<file path="config.mk">
export PLATFORM = sky130hd
export DESIGN_NAME = lvl_irq_ctrl
export DESIGN_NICKNAME = d
export VERILOG_FILES = /design/src/rtl/lic_pkg.sv /design/src/rtl/lic_bank.sv /design/src/rtl/lic_prio.sv /design/src/rtl/lic_regif.sv /design/src/rtl/lvl_irq_ctrl.sv
export SDC_FILE = /design/constraint.sdc
export NUM_CORES = 1
export LEC_CHECK = 0
export BUFFER_PORTS_ARGS = -buffer_cell sky130_fd_sc_hd__buf_2
export CORE_ASPECT_RATIO = 1.25
export CORE_MARGIN = 3
export CORE_UTILIZATION = 60
export DETAILED_ROUTE_END_ITERATION = 10
export GPL_TIMING_DRIVEN = 0
export PLACE_DENSITY = 0.82
export SYNTH_ARGS = -nofsm -noshare
export SYNTH_HDL_FRONTEND = slang
export SYNTH_SLANG_ARGS = --single-unit
</file>
<file path="constraint.sdc">
create_clock -name clk_i -period 5.87 [get_ports clk_i]
set_input_delay 1.174 -clock clk_i [delete_from_list [all_inputs] [get_ports clk_i]]
set_output_delay 1.174 -clock clk_i [all_outputs]
set_load 0.03 [all_outputs]
</file>
<file path="src/rtl/lic_pkg.sv">
package lic_pkg;
   localparam int BANK_W   = 32;
   localparam int NMI_W    = 2;
   localparam int OFS_VEC  = 'h00;
   localparam int OFS_PROT = 'h08;
   localparam int OFS_NMI  = 'h0C;
   localparam int OFS_PEND = 'h10;
   localparam int OFS_FIQ  = 'h20;
   localparam int OFS_EN   = 'h40;
   localparam int OFS_MASK = 'h50;
   localparam int MAX_BANK = 4;

   typedef logic [BANK_W-1:0] bank_word_t;
endpackage

</file>
<file path="src/rtl/lic_bank.sv">
module lic_bank
   import lic_pkg::*;
(
   input  logic       clk_i,
   input  logic       rst_ni,
   input  bank_word_t src_i,
   input  bank_word_t clr_i,
   input  logic       wr_en_i,
   input  logic       wr_mask_i,
   input  bank_word_t wdata_i,
   output bank_word_t pend_o,
   output bank_word_t en_o,
   output bank_word_t mask_o
);
   bank_word_t pend_q, en_q, mask_q;

   always_ff @(posedge clk_i or negedge rst_ni) begin
      if (!rst_ni) begin
         pend_q <= '0;
         en_q   <= '0;
         mask_q <= '0;
      end else begin
         pend_q <= (pend_q | src_i) & ~clr_i;
         if (wr_en_i)   en_q   <= wdata_i;
         if (wr_mask_i) mask_q <= wdata_i;
      end
   end

   assign pend_o = pend_q;
   assign en_o   = en_q;
   assign mask_o = mask_q;
endmodule

</file>
<file path="src/rtl/lic_prio.sv">
module lic_prio
   import lic_pkg::*;
#(
   parameter int N         = 96,
   parameter int PRIO_ARCH = 1,
   localparam int IDX_W    = $clog2(N),
   localparam int NB       = N / BANK_W
) (
   input  logic [N-1:0]     req_i,
   output logic [IDX_W-1:0] idx_o
);
   generate
      if (PRIO_ARCH == 0) begin : g_linear
         always_comb begin
            idx_o = '0;
            for (int i = N - 1; i >= 0; i--) begin
               if (req_i[i]) idx_o = IDX_W'(i);
            end
         end
      end else begin : g_banked
         logic [NB-1:0]        any_b;
         logic [4:0]           low_b [NB];
         for (genvar b = 0; b < NB; b++) begin : g_bank
            always_comb begin
               low_b[b] = '0;
               for (int i = BANK_W - 1; i >= 0; i--) begin
                  if (req_i[b*BANK_W+i]) low_b[b] = 5'(i);
               end
            end
            assign any_b[b] = |req_i[b*BANK_W +: BANK_W];
         end
         always_comb begin
            idx_o = '0;
            for (int b = NB - 1; b >= 0; b--) begin
               if (any_b[b]) idx_o = IDX_W'(b * BANK_W) + IDX_W'(low_b[b]);
            end
         end
      end
   endgenerate
endmodule

</file>
<file path="src/rtl/lic_regif.sv">
module lic_regif
   import lic_pkg::*;
#(
   parameter int NB       = 3,
   parameter int ADDR_W   = 8,
   parameter int IDX_W    = 7,
   localparam int NSRC    = NB * BANK_W
) (
   input  logic [ADDR_W-1:0] addr_i,
   input  logic              we_i,
   input  bank_word_t        wdata_i,
   input  logic [NSRC-1:0]   pend_i,
   input  logic [NSRC-1:0]   en_i,
   input  logic [NSRC-1:0]   mask_i,
   input  logic [IDX_W-1:0]  vec_i,
   input  logic              prot_i,
   input  logic [NMI_W-1:0]  nmi_i,
   output logic [NB-1:0]     wr_pend_o,
   output logic [NB-1:0]     wr_en_o,
   output logic [NB-1:0]     wr_mask_o,
   output logic              wr_prot_o,
   output logic              wr_nmi_o,
   output bank_word_t        rdata_o
);
   function automatic logic hit(input logic [ADDR_W-1:0] a, input int ofs);
      return a == ADDR_W'(ofs);
   endfunction

   generate
      for (genvar b = 0; b < NB; b++) begin : g_wr
         assign wr_pend_o[b] = we_i && hit(addr_i, OFS_PEND + 4*b);
         assign wr_en_o[b]   = we_i && hit(addr_i, OFS_EN + 4*b);
         assign wr_mask_o[b] = we_i && hit(addr_i, OFS_MASK + 4*b);
      end
   endgenerate

   assign wr_prot_o = we_i && hit(addr_i, OFS_PROT);
   assign wr_nmi_o  = we_i && hit(addr_i, OFS_NMI);

   always_comb begin
      rdata_o = '0;
      if (hit(addr_i, OFS_VEC))  rdata_o = BANK_W'({vec_i, 2'b00});
      if (hit(addr_i, OFS_PROT)) rdata_o = BANK_W'(prot_i);
      if (hit(addr_i, OFS_NMI))  rdata_o = BANK_W'(nmi_i);
      for (int b = 0; b < NB; b++) begin
         if (hit(addr_i, OFS_PEND + 4*b)) rdata_o = pend_i[b*BANK_W +: BANK_W];
         if (hit(addr_i, OFS_FIQ + 4*b))  rdata_o = pend_i[b*BANK_W +: BANK_W];
         if (hit(addr_i, OFS_EN + 4*b))   rdata_o = en_i[b*BANK_W +: BANK_W];
         if (hit(addr_i, OFS_MASK + 4*b)) rdata_o = mask_i[b*BANK_W +: BANK_W];
      end
   end
endmodule

</file>
<file path="src/rtl/lvl_irq_ctrl.sv">
module lvl_irq_ctrl
   import lic_pkg::*;
#(
   parameter int NUM_SRC   = 96,
   parameter int ADDR_W    = 8,
   parameter int PRIO_ARCH = 1,
   localparam int NB       = NUM_SRC / BANK_W,
   localparam int IDX_W    = $clog2(NUM_SRC)
) (
   input  logic               clk_i,
   input  logic               rst_ni,
   input  logic [NUM_SRC-1:0] irq_src_i,
   input  logic               bus_we_i,
   input  logic [ADDR_W-1:0]  bus_addr_i,
   input  logic [31:0]        bus_wdata_i,
   output logic [31:0]        bus_rdata_o,
   output logic               irq_o
);
   generate
      if (NUM_SRC % BANK_W != 0 || NB < 1 || NB > MAX_BANK) begin : g_bad_src
         $error("NUM_SRC must be 32, 64, 96 or 128");
      end
      if (ADDR_W < 7) begin : g_bad_addr
         $error("ADDR_W must be at least 7");
      end
   endgenerate

   logic [NUM_SRC-1:0] pend_all, en_all, mask_all, clr_all, req_all;
   logic [NB-1:0]      wr_pend, wr_en, wr_mask;
   logic               wr_prot, wr_nmi;
   logic               prot_q;
   logic [NMI_W-1:0]   nmi_q;
   logic [IDX_W-1:0]   vec_idx;

   generate
      for (genvar b = 0; b < NB; b++) begin : g_bank
         assign clr_all[b*BANK_W +: BANK_W] = wr_pend[b] ? bus_wdata_i : '0;
         lic_bank u_bank (
            .clk_i     (clk_i),
            .rst_ni    (rst_ni),
            .src_i     (irq_src_i[b*BANK_W +: BANK_W]),
            .clr_i     (clr_all[b*BANK_W +: BANK_W]),
            .wr_en_i   (wr_en[b]),
            .wr_mask_i (wr_mask[b]),
            .wdata_i   (bus_wdata_i),
            .pend_o    (pend_all[b*BANK_W +: BANK_W]),
            .en_o      (en_all[b*BANK_W +: BANK_W]),
            .mask_o    (mask_all[b*BANK_W +: BANK_W])
         );
      end
   endgenerate

   always_ff @(posedge clk_i or negedge rst_ni) begin
      if (!rst_ni) begin
         prot_q <= 1'b0;
         nmi_q  <= '0;
      end else begin
         if (wr_prot) prot_q <= bus_wdata_i[0];
         if (wr_nmi)  nmi_q  <= bus_wdata_i[NMI_W-1:0];
      end
   end

   // source 0 is reserved: a zero vector means idle
   assign req_all = pend_all & en_all & {{(NUM_SRC-1){1'b1}}, 1'b0};

   lic_prio #(.N(NUM_SRC), .PRIO_ARCH(PRIO_ARCH)) u_prio (
      .req_i (req_all),
      .idx_o (vec_idx)
   );

   lic_regif #(.NB(NB), .ADDR_W(ADDR_W), .IDX_W(IDX_W)) u_regif (
      .addr_i    (bus_addr_i),
      .we_i      (bus_we_i),
      .wdata_i   (bus_wdata_i),
      .pend_i    (pend_all),
      .en_i      (en_all),
      .mask_i    (mask_all),
      .vec_i     (vec_idx),
      .prot_i    (prot_q),
      .nmi_i     (nmi_q),
      .wr_pend_o (wr_pend),
      .wr_en_o   (wr_en),
      .wr_mask_o (wr_mask),
      .wr_prot_o (wr_prot),
      .wr_nmi_o  (wr_nmi),
      .rdata_o   (bus_rdata_o)
   );

   assign irq_o = |(req_all & ~mask_all);
endmodule

</file>
======== Word-level counts from Yosys, hierarchy flattened ========
Cells that the tools add are included.
storage, ports and cells
  input bits .............................. 139
  output and inout port bits .............. 33
  register bits after elaboration ......... 291
  word-level logic and storage cells ...... 171
operators by class
  reductions and logical operators ........ 16
  add/subtract/negate cells ............... 2
  bitwise gates (word level) .............. 12
  multiplexer cells ....................... 116
  equal/unequal tests ..................... 14
operators by type and width
  operator                                                         number
  32-bit two-way mux                                               15
  5-bit two-way mux                                                95
  96-bit AND                                                       2
  32-bit AND                                                       3
  32-bit NOT                                                       3
  96-bit NOT                                                       1
  32-bit OR                                                        3
  96-bit OR reduction                                              1
  32-bit OR reduction                                              2
  8-bit by 7-bit == test with 1-bit output, second input constant  6
  31-bit OR reduction                                              1
  9-bit two-way mux                                                3
  8-bit by 5-bit == test with 1-bit output, second input constant  3
  8-bit by 6-bit == test with 1-bit output, second input constant  3
  7-bit two-way mux                                                3
  8-bit by 4-bit == test with 1-bit output, second input constant  2
  1-bit logical AND                                                11
  8-bit zero test                                                  1
  6-bit by 5-bit adder with 7-bit output, first input constant     1
  7-bit by 5-bit adder with 7-bit output, first input constant     1

======== Logic depth before layout (Yosys ltp) ========
Gate-level depths: netlist (run 1).
  depth in word-level cells ............... 52
  gate-level depth with buffers ........... 9
  gate-level depth less buffers ........... 7

======== Modules after synthesis ========
Synthesis (run 1) repeated with hierarchy kept, for this count alone.
unflattened totals
  cell total of the unflattened synthesis .. 1,822
  area, all modules ....................... 18,591.6 um^2
by module, submodules not included
  module        seq. area each (um^2)  instances  cells an instance  area an instance (um^2)
  lic_bank      2,402.3                3          200                3,811.2
  lic_regif     0.0                    1          652                4,012.6
  lvl_irq_ctrl  75.1                   1          364                1,951.9
  lic_prio      0.0                    1          206                1,193.6

======== Worst setup path before layout (run 1) ========
Ideal clock, no wire load.
  kind .................................... input -> output
  start point ............................. input port bus_addr_i[3]
  end point ............................... output port bus_rdata_o[2]
  required time ........................... 4.696 ns
  arrival time ............................ 3.290 ns
  stages on the path ...................... 7
  path buffers ............................ 1
  setup slack ............................. 1.406 ns
  cell sequence ........................... or4_1 -> nor3_2 -> clkbuf_1 -> a21oi_1 -> a21oi_1 -> o31ai_1 -> o21ai_0
between the ends
  cells in the longest elaborated chain, start to end .. 16
  elaborated cells on any way between the ends .. 30
  classes of those cells .................. eq/ne (14); mux (15); reduce/logical (1)
RTL lines
  element                 RTL line            RTL
  from (decl)             lvl_irq_ctrl.sv:14  input logic [ADDR_W-1:0] bus_addr_i,
  8-bit zero test         lic_regif.sv:26     return a == ADDR_W'(ofs);
  9-bit two-way mux       lic_regif.sv:42     if (hit(addr_i, OFS_VEC)) rdata_o = BANK_W'({vec_i, 2'b00});
  9-bit two-way mux       lic_regif.sv:43     if (hit(addr_i, OFS_PROT)) rdata_o = BANK_W'(prot_i);
  9-bit two-way mux       lic_regif.sv:44     if (hit(addr_i, OFS_NMI)) rdata_o = BANK_W'(nmi_i);
  32-bit two-way mux      lic_regif.sv:46     if (hit(addr_i, OFS_PEND + 4*b)) rdata_o = pend_i[b*BANK_W +: BANK_W];
  32-bit two-way mux      lic_regif.sv:47     if (hit(addr_i, OFS_FIQ + 4*b)) rdata_o = pend_i[b*BANK_W +: BANK_W];
  32-bit two-way mux      lic_regif.sv:48     if (hit(addr_i, OFS_EN + 4*b)) rdata_o = en_i[b*BANK_W +: BANK_W];
  32-bit two-way mux      lic_regif.sv:49     if (hit(addr_i, OFS_MASK + 4*b)) rdata_o = mask_i[b*BANK_W +: BANK_W];
  32-bit two-way mux      lic_regif.sv:46
  32-bit two-way mux      lic_regif.sv:47
  32-bit two-way mux      lic_regif.sv:48
  32-bit two-way mux      lic_regif.sv:49
  32-bit two-way mux      lic_regif.sv:46
  32-bit two-way mux      lic_regif.sv:47
  32-bit two-way mux      lic_regif.sv:48
  32-bit two-way mux (*)  lic_regif.sv:49
  to (decl)               lvl_irq_ctrl.sv:16  output logic [31:0] bus_rdata_o,
Mark *: on every way between the ends. The rest lies on a longest branch, timed or not.

======== Final worst setup path (run 1) ========
  start point ............................. input port bus_addr_i[7]
  end point ............................... output port bus_rdata_o[30]
between the ends
  cells in the longest elaborated chain, start to end .. 13
  elaborated cells on any way between the ends .. 24
  classes of those cells .................. eq/ne (12); mux (12)
RTL lines
  element                                   RTL line
  8-bit by 5-bit == test with 1-bit output  lic_regif.sv:26
  32-bit two-way mux                        lic_regif.sv:46
  32-bit two-way mux                        lic_regif.sv:47
  32-bit two-way mux                        lic_regif.sv:48
  32-bit two-way mux                        lic_regif.sv:49
  32-bit two-way mux                        lic_regif.sv:46
  32-bit two-way mux                        lic_regif.sv:47
  32-bit two-way mux                        lic_regif.sv:48
  32-bit two-way mux                        lic_regif.sv:49
  32-bit two-way mux                        lic_regif.sv:46
  32-bit two-way mux                        lic_regif.sv:47
  32-bit two-way mux                        lic_regif.sv:48
  32-bit two-way mux (*)                    lic_regif.sv:49
Marked as above.

==> results of run 1 <==
layer usage:
layer / share of wire (%) / global-route usage, % / vias up
met5: 0.045 / 0 / -
met3: 12 / 11.4 / 394
met4: 9.6 / 32.8 / 4
met1: 34 / 57.8 / 6883
li1: - / - / 5671
met2: 44 / 72.5 / 1327
worst paths after layout:
| path | startpoint | end | slack (ps) | depth (start not counted) |
|---|---|---|---|---|
| worst max-delay path | bus_addr_i[7] | bus_rdata_o[30] | 0.9 | 8 |
| min in group asynchronous | rst_ni | nmi_q[0]$_DFFE_PN0P_ | 620 | 1 |
| worst min-delay path | nmi_q[0]$_DFFE_PN0P_ | nmi_q[0]$_DFFE_PN0P_ | 530 | 1 |
| worst max register to register | g_bank[0].u_bank.en_o[7]$_DFFE_PN0P_ | g_bank[0].u_bank.en_o[7]$_DFFE_PN0P_ | 4950 | 1 |
| max in group asynchronous | rst_ni | g_bank[1].u_bank.pend_o[15]$_DFF_PN0_ | 4200 | 2 |
| worst min register to register | nmi_q[0]$_DFFE_PN0P_ | nmi_q[0]$_DFFE_PN0P_ | 530 | 1 |
worst max-delay path, stage by stage:
cell	delay, ps
buf_2	130
or3b_1	480
nor3_2	970
buf_2	580
clkbuf_1	670
a22oi_1	230
nand3_1	220
buf_2	220
power breakdown:
part | switching, W | total, W | internal [W] | leakage, nW
Sequential | 0.0000903 | 0.00216 | 0.00207 | 3.53
Clock | 0.000830 | 0.00203 | 0.00120 | 0.499
Combinational | 0.000408 | 0.000638 | 0.000231 | 3.45
Total | 0.00133 | 0.00483 | 0.00350 | 7.48
layout make-up:
type	instances	area [sq um]
fill	1786	7070
tap	325	407
clock inverter	16	248
clock buffer	36	772
antenna	1	2.50
buffer	93	358
sequential	291	7280
inverter	4	15.0
multi-input combinational	1003	6890
timing repair buffer	141	761
cells in the mapped netlist, types with 16 or more instances:
cell type  instances  area, sq um
a21oi_1          119          596
a221o_1           24          240
a222oi_1          30          300
a22o_1            17          149
a22oi_1           97          728
buf_1             49          184
clkbuf_1          37          139
dfrtp_1          291         7280
mux2_2           192         2160
nand2_1          146          548
nand3_1           54          270
nand4_1           17          106
nor2_1           123          462
o21ai_0           16         80.1
o22ai_1           43          269
state kept, by name, summed over array words and instances (netlist names):
register,count
g_bank.u_bank.en_o,96
g_bank.u_bank.mask_o,96
g_bank.u_bank.pend_o,96
nmi_q,2
prot_q,1
logic make-up after synthesis:
logic type      after synthesis  share of synthesized area [%]
compound gates              408                           19.8
xor+xnor                      2                          0.120
buf+inv                      97                           2.56
flops                       291                           50.1
mux                         195                           15.1
simple gates                398                           12.4
stage by stage:
stage          hold WS [ps]  instances  worst slack [ps]
2_1_floorplan           479       1391              1410
4_1_cts                 528       1909               327
5_1_grt                 538       1909               103
3_5_place_dp            501       1857               331
6_report                532       1910             0.872
3_3_place_gp            491       1855             -1560
==> results.toml, run 1 <==
[yosys]
avgSynthCellArea_sq_um = 10.5
synthArstFlopShare_pct = 100
yosysSeqAreaShare_pct = 50.1
ys_warn_count = 0
synth_edf_count = 0
synth_ff_type = "dfrtp_1"
synthDistinctLibCells = 61
netlist_instances = 1391
syn_area_sq_um = 14500
syn_nets = 1530
ys_ff_latch = 291

[setup_path]
path_class = "in -> out"
arrival_ps = 4700
end_kind = "output pin"
crit_fanout = 11
worstPathRequired_ps = 4700
start_kind = "input pin"

[global_route]
grt_pass1_vias = 14300
grt_max_degree = 120
antenna_found_initial = 2
globalRoute.totalOverflow = 0
grt_pass1_wl_um = 91500
grt.total_usage_pct = 46.7

[sta]
hold_violations = 0
clock.fmax_ghz = 0.170
finalCritPeriodShare_pct = 100
worst_pin_slew_ps = 1200
rsz0062_at_grt = "false"
finalSetupTns_ps = 0
setup_viol = 0
layout_min_cycle_time_ps = 5870
slew_violations = 0
fin_skew_ps = 0
max-slew-margin-rel_pct = 20.1

[routing]
wl_um = 62800
vias = 14300
drc = 0
via_per_inst = 7.48
wire_per_inst_um = 32.9
drt.antenna.violating_nets = 0
drtIter0Drc = 2429
dr.pass1.iters = 9

[floorplan]
die-area_sq_um = 26200
start_util_pct = 61.1
die_y_um = 180
io_pins = 172
core_sq_um = 23800
die_w_um = 145
std_cell_rows = 63

[pwr]
p_per_area_nw_per_um2 = 288
p_leak_nw = 7.48
ir_worst_vdd_mv = 0.252
total_power_w = 0.00483

[clock_tree]
clkTransAtPathRegs_ps = 60
numCtsBuffers = 29
postCtsSetupRepairBufs = 0
cts-resized-gates = 0
h-tree-depth = 1
cts_tree = "built"
clkLatencyLatePin_ps = 560
cts_sinks = 291
cts_root_buf = "clkbuf_16"
clk_path_buf_depth = 3
hold_buffers = 0

[final_layout]
layout_commonest_cell = "dfrtp_1"
fin_util_pct = 70.3
nets = 1702
fin_area_sq_um = 16700
drive_gt1_share_pct = 24.9
area_growth_pct = 15.1
final_cell_mix = "dfrtp_1, mux2_2, nand2_1"

[run_status]
status = "complete, no violations"

[place]
dp_hpwl_um = 46000
portBuffers = 139
gp_congestion = 1.05
place_area_sq_um = 15700

[flow_run]
cap_violations = 0

[min_path]
hold_path.class = "reg -> reg"
No activity file was read; power rests on OpenSTA's default activity.
==> run 2, diff against run 1 <==
--- a/config.mk
+++ b/config.mk
@@ -12,6 +12,7 @@
 export DETAILED_ROUTE_END_ITERATION = 10
 export GPL_TIMING_DRIVEN = 0
 export PLACE_DENSITY = 0.82
+export SETUP_SLACK_MARGIN = 0.4
 export SYNTH_ARGS = -nofsm -noshare
 export SYNTH_HDL_FRONTEND = slang
 export SYNTH_SLANG_ARGS = --single-unit
==> results.toml, run 2 (synthesized netlist as in run 1, its figures left out) <==
[clock_tree]
numCtsBuffers = 29
postCtsSetupRepairBufs = 0
cts_tree = "built"
h-tree-depth = 1
clk_path_buf_depth = 3
cts-resized-gates = 1
cts_sinks = 291
clkLatencyLatePin_ps = 570
clkTransAtPathRegs_ps = 60
hold_buffers = 0
cts_root_buf = "clkbuf_16"

[routing]
drt.antenna.violating_nets = 0
vias = 14200
via_per_inst = 7.46
dr_wl_met3_um = 7250
drc = 0
wl_met1_um = 21300
drtIter0Drc = 2411
wire_per_inst_um = 32.8
wl_met2_um = 27900
wl_um = 62700
dr.pass1.iters = 9
highest_layer = "met5"

[setup_path]
path_class = "in -> out"
arrival_ps = 4310
worst_path_max_delay_cell = "clkbuf_1"
crit_cells = 9
worst-path-buf-inv = 4
worstPathRequired_ps = 4700
crit_path_cell_trace = "buf_2, nor3b_1, and3_1, clkbuf_1, clkbuf_1, a222oi_1, nand3_1, a221o_1, buf_2"
reg2regPathDepth = 1
start_kind = "input pin"
end_kind = "output pin"
critical-path-top-delay-family = "buffers and inverters"
cpPeakStageDelay_ps = 850
crit_fanout = 10

[pwr]
switching_power_w = 0.00132
swShare_pct = 27.5
clkPwrFrac_pct = 42.0
ir_worst_vdd_mv = 0.251
p_per_area_nw_per_um2 = 288
internal-power_w = 0.00350
pwr-share-seq_pct = 44.8
p_leak_nw = 7.50
power.share.combinational_pct = 13.2
total_power_w = 0.00482

[floorplan]
die-area_sq_um = 26200
die_y_um = 180
core_sq_um = 23800
die_w_um = 145
io_pins = 172
start_util_pct = 61.1
std_cell_rows = 63

[place]
dp_hpwl_um = 46000
gp_congestion = 1.05
place_area_sq_um = 15700
portBuffers = 139

[sta]
worst_pin_slew_ps = 1180
setup_viol = 0
clock.fmax_ghz = 0.182
layout_min_cycle_time_ps = 5480
rsz0062_at_grt = "false"
holdWs_ps = 529
slew_violations = 0
max-slew-margin-rel_pct = 21.4
hold_violations = 0
finalSetupTns_ps = 0
finalCritPeriodShare_pct = 93.4
fin_skew_ps = 0

[final_layout]
drive_gt1_share_pct = 25.2
diodes = 0
area_growth_pct = 15.2
fin_area_sq_um = 16800
layout_commonest_cell = "dfrtp_1"
nets = 1702
final_cell_mix = "dfrtp_1, mux2_2, nand2_1"

[global_route]
globalRoute.totalOverflow = 0
grt.total_usage_pct = 46.7
grt_max_degree = 120
grt_pass1_wl_um = 91500
antenna_found_initial = 2
grt_pass1_vias = 14300

[min_path]
worstHoldPathCells = 1
hold_path.class = "reg -> reg"

[flow_run]
cap_violations = 0

[run_status]
status = "complete, no violations"
[run 2: stage by stage]
stage / setup WS, ps / std cells / utilization (%)
finish: 387 / 1909 / 70.4
CTS: 429 / 1909 / 70.3
floorplan: 1410 / 1391 / -
detailed placement: 331 / 1857 / 66.0
global placement: -1560 / 1855 / 65.7
global route: 426 / 1909 / 70.4
[run 2: routing by layer]
metal | vias to the layer above | track usage, %
li1 | 5670 | -
met1 | 6898 | 57.8
met3 | 408 | 11.4
met5 | - | 0
met2 | 1255 | 72.5
met4 | 4 | 32.8
[run 2: layout make-up]
cell class	instances	area, sq um
sequential	291	7280
tap	325	407
timing repair buffer	141	761
clock inverter	16	248
clock buffer	36	772
multi-input combinational	1003	6900
inverter	4	15.0
fill	1782	7050
buffer	93	368
[run 2: power by group through the flow]
stage,clock (W),combinational (W),sequential (W)
after global routing,0.00210,0.000668,0.00216
after CTS,0.00201,0.000613,0.00215
after detailed placement,0,0.000608,0.00219
after global placement,0,0.000602,0.00219
after floorplan,0,0.000348,0.00215
final,0.00202,0.000639,0.00216
[run 2: path summary, 6_finish.rpt]
check / from / endpoint / slack, ps
worst min-delay path: nmi_q[0]$_DFFE_PN0P_ / nmi_q[0]$_DFFE_PN0P_ / 530
worst min register to register: nmi_q[0]$_DFFE_PN0P_ / nmi_q[0]$_DFFE_PN0P_ / 530
min in group asynchronous: rst_ni / nmi_q[1]$_DFFE_PN0P_ / 620
worst max register to register: g_bank[0].u_bank.en_o[7]$_DFFE_PN0P_ / g_bank[0].u_bank.en_o[7]$_DFFE_PN0P_ / 4950
max in group asynchronous: rst_ni / g_bank[2].u_bank.pend_o[14]$_DFF_PN0_ / 4170
worst max-delay path: bus_addr_i[5] / bus_rdata_o[29] / 390
